**src/rtl/b64_pack_pkg.sv**
```systemverilog
package b64_pack_pkg;

    localparam int EXP_W      = 16;
    localparam int MANT_W     = 55;
    localparam int WORD_W     = 64;
    localparam int FRAC_W     = 52;
    localparam int EXP_OFFSET = 1076;

    // Bit f of this constant says whether low mantissa bits f = m[2:0]
    // call for an increment: set at 3 (011), 6 (110) and 7 (111).
    localparam logic [7:0] ROUND_LUT = 8'hC8;

    typedef struct packed {
        logic              sign;
        logic [EXP_W-1:0]  exp_field;
        logic [MANT_W-1:0] mant;
    } unpacked_t;

    function automatic logic round_up(input logic [2:0] low_bits);
        return ROUND_LUT[low_bits];
    endfunction

endpackage

```
**src/rtl/b64_exp_clamp.sv**
```systemverilog
module b64_exp_clamp
    import b64_pack_pkg::*;
#(
    parameter int EW     = EXP_W,
    parameter int MW     = MANT_W,
    parameter int OFFSET = EXP_OFFSET
) (
    input  logic                 sign_i,
    input  logic signed [EW-1:0] exp_i,
    input  logic [MW-1:0]        mant_i,
    output unpacked_t            res_o
);

    logic signed [EW-1:0] exp_adj;
    logic                 below_normal;
    logic [MW-1:0]        mant_kept;
    logic                 has_lead;

    always_comb begin
        exp_adj      = exp_i + EW'(OFFSET);
        below_normal = exp_adj[EW-1];
        mant_kept    = below_normal ? '0 : mant_i;
        has_lead     = mant_kept[MW-1];
        res_o.sign      = sign_i;
        res_o.mant      = mant_kept;
        res_o.exp_field = has_lead ? exp_adj : '0;
    end

endmodule

```
**src/rtl/b64_round_pack.sv**
```systemverilog
module b64_round_pack
    import b64_pack_pkg::*;
#(
    parameter int WW = WORD_W,
    parameter int FW = FRAC_W
) (
    input  unpacked_t       res_i,
    output logic [WW-1:0]   word_o
);

    logic [WW-1:0] base;
    logic [WW-1:0] with_exp;
    logic          inc;

    always_comb begin
        base     = {res_i.sign, {(WW-1){1'b0}}} | WW'(res_i.mant >> 2);
        // The mantissa's leading one lands on the exponent LSB and adds one.
        with_exp = base + (WW'(res_i.exp_field) << FW);
        inc      = round_up(res_i.mant[2:0]);
        word_o   = with_exp + WW'(inc);
    end

endmodule

```
**src/rtl/b64_pack_round.sv**
```systemverilog
module b64_pack_round
    import b64_pack_pkg::*;
#(
    parameter int EW = EXP_W,
    parameter int MW = MANT_W,
    parameter int WW = WORD_W,
    parameter int FW = FRAC_W
) (
    input  logic                 clk,
    input  logic                 rst,
    input  logic                 in_valid,
    input  logic                 in_sign,
    input  logic signed [EW-1:0] in_exp,
    input  logic [MW-1:0]        in_mant,
    output logic                 out_valid,
    output logic [WW-1:0]        out_data
);

    unpacked_t     clamped;
    logic [WW-1:0] packed_word;

    b64_exp_clamp #(.EW(EW), .MW(MW), .OFFSET(EXP_OFFSET)) u_clamp (
        .sign_i (in_sign),
        .exp_i  (in_exp),
        .mant_i (in_mant),
        .res_o  (clamped)
    );

    b64_round_pack #(.WW(WW), .FW(FW)) u_pack (
        .res_i  (clamped),
        .word_o (packed_word)
    );

    always_ff @(posedge clk) begin
        if (rst) begin
            out_valid <= 1'b0;
            out_data  <= '0;
        end else begin
            out_valid <= in_valid;
            if (in_valid) begin
                out_data <= packed_word;
            end
        end
    end

    logic in_normal;
    logic no_inc_case;
    assign in_normal   = in_mant[MW-1] && (int'(in_exp) >= -EXP_OFFSET);
    assign no_inc_case = !(in_mant[1] && (in_mant[0] || in_mant[2]));

    assert_valid_delay_R9: assert property (@(posedge clk) disable iff (rst)
        out_valid == $past(in_valid));

    assert_hold_idle_R10: assert property (@(posedge clk) disable iff (rst)
        !in_valid |=> $stable(out_data));

    assert_truncate_R2: assert property (@(posedge clk) disable iff (rst)
        in_valid && in_normal && no_inc_case |=>
            out_data[FW-1:0] == $past(in_mant[FW+1:2]));

    assert_carry_exp_R5: assert property (@(posedge clk) disable iff (rst)
        in_valid && in_normal && (&in_mant) |=> out_data[FW-1:0] == '0);

    assert_flush_low_R6: assert property (@(posedge clk) disable iff (rst)
        in_valid && (int'(in_exp) < -EXP_OFFSET) |=>
            out_data == {$past(in_sign), {(WW-1){1'b0}}});

    assert_zero_mant_R8: assert property (@(posedge clk) disable iff (rst)
        in_valid && (in_mant == '0) |=>
            out_data == {$past(in_sign), {(WW-1){1'b0}}});

endmodule

```
**config.mk**
```make
export PLATFORM = sky130hd
export DESIGN_NAME = b64_pack_round
export DESIGN_NICKNAME = d
export VERILOG_FILES = /design/src/rtl/b64_pack_pkg.sv /design/src/rtl/b64_exp_clamp.sv /design/src/rtl/b64_round_pack.sv /design/src/rtl/b64_pack_round.sv
export SDC_FILE = /design/constraint.sdc
export NUM_CORES = 1
export LEC_CHECK = 0
export ABC_AREA = 1
export BUFFER_PORTS_ARGS = -buffer_cell sky130_fd_sc_hd__buf_4
export CAP_MARGIN = 10
export CORE_MARGIN = 3
export CORE_UTILIZATION = 47
export CTS_BUF_LIST = sky130_fd_sc_hd__clkbuf_4 sky130_fd_sc_hd__clkbuf_8
export CTS_CLUSTER_DIAMETER = 100
export DETAILED_ROUTE_END_ITERATION = 7
export MAX_ROUTING_LAYER = met4
export PLACE_DENSITY = 0.73
export SETUP_SLACK_MARGIN = 0.05
export SYNTH_ARGS = -nofsm -noshare
export SYNTH_HDL_FRONTEND = slang
export SYNTH_HIERARCHICAL = 1
export SYNTH_SLANG_ARGS = --single-unit
```
**constraint.sdc**
```tcl
create_clock -name clk -period 6.7 [get_ports clk]
set_input_delay 0 -clock clk [delete_from_list [all_inputs] [get_ports clk]]
set_output_delay 0 -clock clk [all_outputs]
set_load 0.01 [all_outputs]
```
Yosys cells after proc, flatten, opt, wreduce, memory -nomap -nowiden. Memory sizes are Yosys's and may differ from the RTL's. Cells that the tools add are included.

Memories kept: 1. Register bits after elaboration: 65. Word-level logic and storage cells: 11. Bits in read-only memories: 8. Bits of input ports: 75.

Memories: (no name shown) (words 8, width 1, rd ports 1, clocked after memory_dff 0, write ports 0, line b64_pack_pkg.sv:20) `return ROUND_LUT[low_bits];`.

Add/subtract/negate cells: 3. Bitwise gates (word level): 1. $lt $le $gt $ge: 1. Multiplexer cells: 3.

Operators with widths (count): adder 64 x 1 -> 64 bit (1); adder 64 bit (1); OR 64 x 53 -> 64 bit (1); 2-to-1 mux 55 bit (1); adder 16 x 12 -> 16 bit (second input constant) (1); 2-to-1 mux 12 bit (1); less-than comparator 3 x 4 -> 1 bit (second input constant) (1); 2-to-1 mux 1 bit (1).

Depth between registers and ports, before layout. Gate-level depths: netlist (run 1).

Word-level depth: 5. Mapped depth: 25. Gate-level depth less buffers: 25.

By module. Netlist (run 1), hierarchy kept.

Modules (own cells, without submodules): b64_pack_round (seq. area each 1301.2 um^2, area each 2646.3 um^2, instances 1, cells an instance 408); b64_round_pack (seq. area each 0.0 um^2, area each 2157.1 um^2, instances 1, cells an instance 454); b64_exp_clamp (seq. area each 0.0 um^2, area each 943.4 um^2, instances 1, cells an instance 193).

Worst setup path before layout (run 1). No wires, ideal clock.

Path type: input port to flip-flop. From: in in_exp[5]. To: reg out_data[56]. Slack: 4.553 ns. Library setup time: 0.113 ns. Stages on the path: 23. Data arrival time: 2.035 ns. Cell sequence: nor2_2 > nand2_1 > nand3_2 > nand2_2 > nand3_4 > nand2_4 > nor2_1 > nand2_1 > inv_1 > ha_1 > nand2_2 > nor2_4 > nand2_4 > nor2_4 > nand2_2 > nor2_1 > nor2_1 > nand2_1 > nand2_1 > inv_1 > nand2_1 > nand2_1 > nor2_1.

RTL lines: start: declaration (line b64_pack_round.sv:13) `input logic signed [EW-1:0] in_exp,`; end signal: assignment (line b64_pack_round.sv:41) `out_data <= packed_word;`; end: declaration (line b64_pack_round.sv:16) `output logic [WW-1:0] out_data`.

==> qor.txt, run 1 <==
Full die area - 0.01339 sq mm
Register Area - 0.001301 sq mm
Outcome - complete, no violations
Iter 0 DRT Violations - 394
Root buffer cell - clkbuf_8
Post-Syn Instances - 1037
Routed len/inst - 11.98 um
Post-DRT Antenna Nets - 0
Rel. slew slack - 31.14%
Number of H-tree levels - 3
Number of global-route vias before repair - 5537
Worst r2r src - out_data[49]$_SDFFE_PP0P_
Pre-antenna DRT Iters - 5
Multi-input gate area - 0.003470 sq mm
Total number of vias - 5961
Remaining global-route overflow - 0
Max-slew violations - 0
RSZ-0062 raised after global routing - no
YS warnings - 6
Post-cts resize count - 0
Final hold slack - 0.09403 ns
Clock transition at path regs - 0.07 ns
Final-report setup violation count - 0
Number of vias per cell - 4.550
Number of I/O port buffers - 139
Total Wirelength - 15.70 mm
Floorplan Core Area - 0.01161 sq mm
Power consumption - 1050 uW
Critical path data required time - 7.01 ns
Chip width - 115.7 um
Sink Count - 65
Leak - 0.003637 uW
Initial Utilization - 48.72%
Largest net degree at the start of global routing - 76
Reg-to-reg endpoint - out_data[49]$_SDFFE_PP0P_
CTS tree - built
Critical Path Fanout Max - 54
Ant diodes - 0
FP Rows - 39
WS Path Type - in -> reg
Startpoint Class - input pin
Post-detail-place hpwl - 12.64 mm
Worst-Margin Slew - 1.033 ns
Fin. Hold Viols - 0
Slowest-stage cell, CP - nand2_4
Flop2flop setup slack - 6.08 ns
Start point of the critical path - in_exp[5]
HP Class - in -> reg
Gp weighted congestion - 0.9514
Area growth, synth to finish - 21.96%
Syn Std Cell Area - 0.005658 sq mm
Fin crit share - 40.14%
Top Ports - 140
Clock Latency Late Sink - 0.37 ns
Fraction of layout cells with a size suffix above 1 - 18.77%
Peak supply drop - 136.9 uV
Worst Hold Path Cells - 3
CP arrival - 3.00 ns
Total negative slack - 0 ns
GR Util All Layers - 24.97%
CP peak stage delay - 0.30 ns
Syn avg cell area - 5.456 sq um
Clk_skew - 0 ns
Global-route wire length before repair - 25.83 mm
DRC - 0
Power per cell area - 152.1 mW/mm^2
Period minus WS final - 2.689 ns
CTS buffer count - 9
End of the critical path - out_data[58]$_SDFFE_PP0P_
Die Y - 115.7 um
Fillers - 1285
Post-CTS Setup Bufs - 0
Most frequent cell on the critical path - nand2_1
Initial antenna violation count - 0
Clock buffer depth - 2
Crit end category - register
Max cap viols - 0
Mapped Nets - 1115
Max Freq - 371.9 MHz
Final nets - 1240
Reg2Reg Depth - 2
CTS Hold Bufs - 1
-- layout by cell type (no fill, tap or decap), drive strengths merged --
| cell type | count |
|---|---|
| a21oi | 3 |
| buf | 140 |
| bufinv | 2 |
| clkbuf | 10 |
| clkinv | 4 |
| clkinvlp | 1 |
| dfxtp | 65 |
| dlygate4sd3 | 1 |
| ha | 3 |
| inv | 179 |
| nand2 | 348 |
| nand3 | 22 |
| nand4 | 5 |
| nor2 | 318 |
| nor3 | 3 |
| nor3b | 1 |
| o21ai | 6 |
| o21bai | 1 |
| xnor2 | 34 |
| xor2 | 21 |
-- flip-flops by register name (all words and copies together), names as in the netlist --
signal and count:
out_data 64, out_valid 1
-- worst min-delay path by stage --
stage | start | endpoint | slack, ns
floorplan | rst | out_valid$_SDFF_PP0_ | 0.07
global placement | rst | out_valid$_SDFF_PP0_ | 0.18
detailed placement | rst | out_valid$_SDFF_PP0_ | 0.18
CTS | in_valid | out_valid$_SDFF_PP0_ | 0.08
global route | in_valid | out_valid$_SDFF_PP0_ | 0.15
finish | in_valid | out_valid$_SDFF_PP0_ | 0.09
-- layout make-up --
cell class	count	area share, %
multi-input combinational	765	50.28
sequential	65	18.86
timing repair buffer	141	15.38
inverter	180	9.791
tap	143	2.593
clock buffer	10	1.904
clock inverter	6	1.197
-- stage by stage --
stage                     util, %  worst slack [ns]  area (sq um)  std cells
after floorplan                 -             4.573          5658       1037
after global placement      57.49             3.734          6676       1293
after detailed placement    57.49             3.606          6676       1293
after CTS                   59.42             3.995          6900       1310
after global routing        59.42             3.544          6900       1310
final                       59.42             4.011          6900       1310
-- where the power goes --
part           total, uW  internal, uW  switching [uW]
Combinational        248           111             137
Clock                378           212             166
Sequential           425           411            13.1
Total               1050           734             316
-- layer usage --
layer  up-vias  part of all wire [%]  track usage (%)
li1       3242                     -                -
met2       159                    45            39.54
met1      2543                    49            32.84
met3        17                   5.2            4.282
met5         -                     0                -
met4         0                   1.6            7.347
-- critical path: cells and delay by family --
kind	cells	cell delay, ns
buffers and inverters	4	0.40
AND/OR/NAND/NOR	20	2.36
adder cells (fa/ha/maj)	1	0.24
Power figures use the tool's default switching activity.
==> inputs of run 2 (changes only) <==
--- a/config.mk
+++ b/config.mk
@@ -14,7 +14,7 @@
 export CTS_CLUSTER_DIAMETER = 100
 export DETAILED_ROUTE_END_ITERATION = 7
 export MAX_ROUTING_LAYER = met4
-export PLACE_DENSITY = 0.73
+export PLACE_DENSITY = 0.75
 export SETUP_SLACK_MARGIN = 0.05
 export SYNTH_ARGS = -nofsm -noshare
 export SYNTH_HDL_FRONTEND = slang
==> constraint.sdc (replaced) <==
create_clock -name clk -period 2.3 [get_ports clk]
set_input_delay 0 -clock clk [delete_from_list [all_inputs] [get_ports clk]]
set_output_delay 0 -clock clk [all_outputs]
set_load 0.01 [all_outputs]
==> qor.txt, run 2 (synthesized netlist as in run 1, its figures left out) <==
Crit path max-delay family - simple AND/OR/NAND/NOR gates (unchanged)
Fraction of layout cells with a size suffix above 1 - 29.45% (was 18.77%)
Root buffer cell - clkbuf_8 (unchanged)
Max-slew violations - 0 (unchanged)
Worst-Margin Slew - 0.4285 ns (was 1.033 ns)
Leak - 0.004300 uW (was 0.003637 uW)
Final-report setup violation count - 0 (unchanged)
Slowest-stage cell, CP - xnor2_1 (was nand2_4)
Remaining global-route overflow - 0 (unchanged)
Crit end category - register (unchanged)
Number of H-tree levels - 3 (unchanged)
Peak supply drop - 292.1 uV (was 136.9 uV)
Chip width - 115.7 um (unchanged)
HP Class - in -> reg (unchanged)
Buf/Inv on CP - 5 (was 4)
Number of vias per cell - 4.569 (was 4.550)
CTS tree - built (unchanged)
CTS buffer count - 9 (unchanged)
Gp weighted congestion - 1.047 (was 0.9514)
Initial antenna violation count - 0 (unchanged)
Pre-CTS setup slack - -0.2051 ns (was 3.606 ns)
Critical path data required time - 2.61 ns (was 7.01 ns)
Fillers - 1117 (was 1285)
Biggest regs - out_data (64), out_valid (1) (unchanged)
CP cell instances - buf_4 -> nor2_2 -> nand2_1 -> nand3_2 -> nand2_2 -> nand3_4 -> nand2_4 -> buf_12 -> nor2_1 -> nand2_1 -> nor2_1 -> buf_4 -> nand2_1 -> inv_1 -> nand2_2 -> xnor2_1 -> inv_1 -> nand2_1 -> nand2_1 -> nor2_1
Max Freq - 486.5 MHz
Most frequent cells in the layout - nand2_1, buf_4, nor2_1 (was nand2_1, nor2_1, inv_1)
Floorplan Core Area - 0.01161 sq mm (unchanged)
Most frequent cell on the critical path - nand2_1 (unchanged)
Ant diodes - 0 (unchanged)
Power per cell area - 406.2 mW/mm^2 (was 152.1 mW/mm^2)
CP arrival - 2.37 ns (was 3.00 ns)
Max cap viols - 0 (unchanged)
Die Y - 115.7 um (unchanged)
Largest net degree at the start of global routing - 65 (was 76)
Largest Register - out_data (unchanged)
Area growth, synth to finish - 41.64% (was 21.96%)
Number of I/O port buffers - 139 (unchanged)
Fin crit share - 89.36%
Routed len/inst - 12.07 um (was 11.98 um)
Initial Utilization - 48.72% (unchanged)
Iter 0 DRT Violations - 433 (was 394)
Post-DRT Antenna Nets - 0 (unchanged)
Fin. Hold Viols - 0 (unchanged)
DRC - 0 (unchanged)
Global-route wire length before repair - 27.24 mm (was 25.83 mm)
WS Path Type - in -> reg (unchanged)
Period minus WS final - 2.055 ns
Final hold slack - 0.02904 ns (was 0.09403 ns)
CP peak stage delay - 0.32 ns (was 0.30 ns)
Post-detail-place hpwl - 14.15 mm (was 12.64 mm)
Clock Latency Late Sink - 0.37 ns (about the same)
Number of global-route vias before repair - 6013 (was 5537)
Power consumption - 3255 uW (was 1050 uW)
Flip-flop count of the largest register after layout - 64 (unchanged)
FP Rows - 39 (unchanged)
RSZ-0062 raised after global routing - yes (was no)
Rel. slew slack - 71.39% (was 31.14%)
Core Util, Final - 69.00% (was 59.42%)
Total Wirelength - 17.39 mm (was 15.70 mm)
Clk_skew - 0 ns (unchanged)
Worst Slack Setup Final - 0.2446 ns (was 4.011 ns)
GR Util All Layers - 26.63% (was 24.97%)
Clock buffer depth - 2 (unchanged)
Pre-antenna DRT Iters - 6 (was 5)
Full die area - 0.01339 sq mm (unchanged)
Critical Path Fanout Max - 50 (was 54)
Startpoint Class - input pin (unchanged)
Outcome - complete, no violations (unchanged)
Commonest non-fill, non-tap cell in the layout - nand2_1 (unchanged)
Total number of vias - 6580 (was 5961)
Top Ports - 140 (unchanged)
Final nets - 1370 (was 1240)
Clock transition at path regs - 0.07 ns (about the same)
Sink Count - 65 (unchanged)
-- run 2: cell count changes in the layout (fill, tap and decap cells not counted), moves of 3 or more --
cell	delta
nor2_2	+30
buf_4	+128
nor2_1	-32
clkinv_2	-3
-- run 2: layer usage --
metal	wire (um)	vias to the layer above	track usage, %	share of wire, %
met3	932	19	3.655	5.4
met4	267	0	8.507	1.5
met5	0	-	-	0
met2	8293	186	45.06	48
li1	-	3498	-	-
met1	7893	2877	32.90	45
-- run 2: worst paths after layout --
kind | from | endpoint | slack, ns | cells past startpoint
max | in_exp[5] | out_data[24]$_SDFFE_PP0P_ | 0.24 | 20
max reg2reg | out_data[61]$_SDFFE_PP0P_ | out_data[61]$_SDFFE_PP0P_ | 1.69 | 2
min | in_valid | out_valid$_SDFF_PP0_ | 0.03 | 3
min reg2reg | out_data[52]$_SDFFE_PP0P_ | out_data[52]$_SDFFE_PP0P_ | 0.47 | 2
-- run 2: area by class of cell --
type / instances / area, sq um / share of cell area (%)
clock inverter: 2 / 60.06 / 0.7494
multi-input combinational: 765 / 3562 / 44.45
sequential: 65 / 1301 / 16.24
clock buffer: 14 / 173.9 / 2.170
timing repair buffer: 271 / 2062 / 25.73
tap: 143 / 178.9 / 2.233
inverter: 180 / 675.6 / 8.431
-- run 2: through the flow --
step           area [sq um]  setup TNS (ns)  cells
5_1_grt                8014               0   1440
4_1_cts                7906               0   1438
2_1_floorplan          5658               0   1037
3_3_place_gp           7662         -0.9117   1421
6_report               8014               0   1440
3_5_place_dp           7662          -1.363   1421
-- run 2: timing repair --
action / CTS / global route
setup buffers: 0 / 2
setup endpoints to repair: 0 / 24
hold buffers: 1 / 0
resized for setup: 0 / 35
endpoints found under the hold margin: 1 / 0
-- run 2: power breakdown --
| group | internal [uW] | switching (uW) |
|---|---|---|
| Sequential | 1200 | 38.4 |
| Clock | 707 | 449 |
| Combinational | 422 | 441 |
| Total | 2330 | 928 |
-- run 2: worst min-delay path, delay by kind of cell --
kind,cells,cell delay [ns]
buf+inv,2,0.30
simple gates,1,0.03
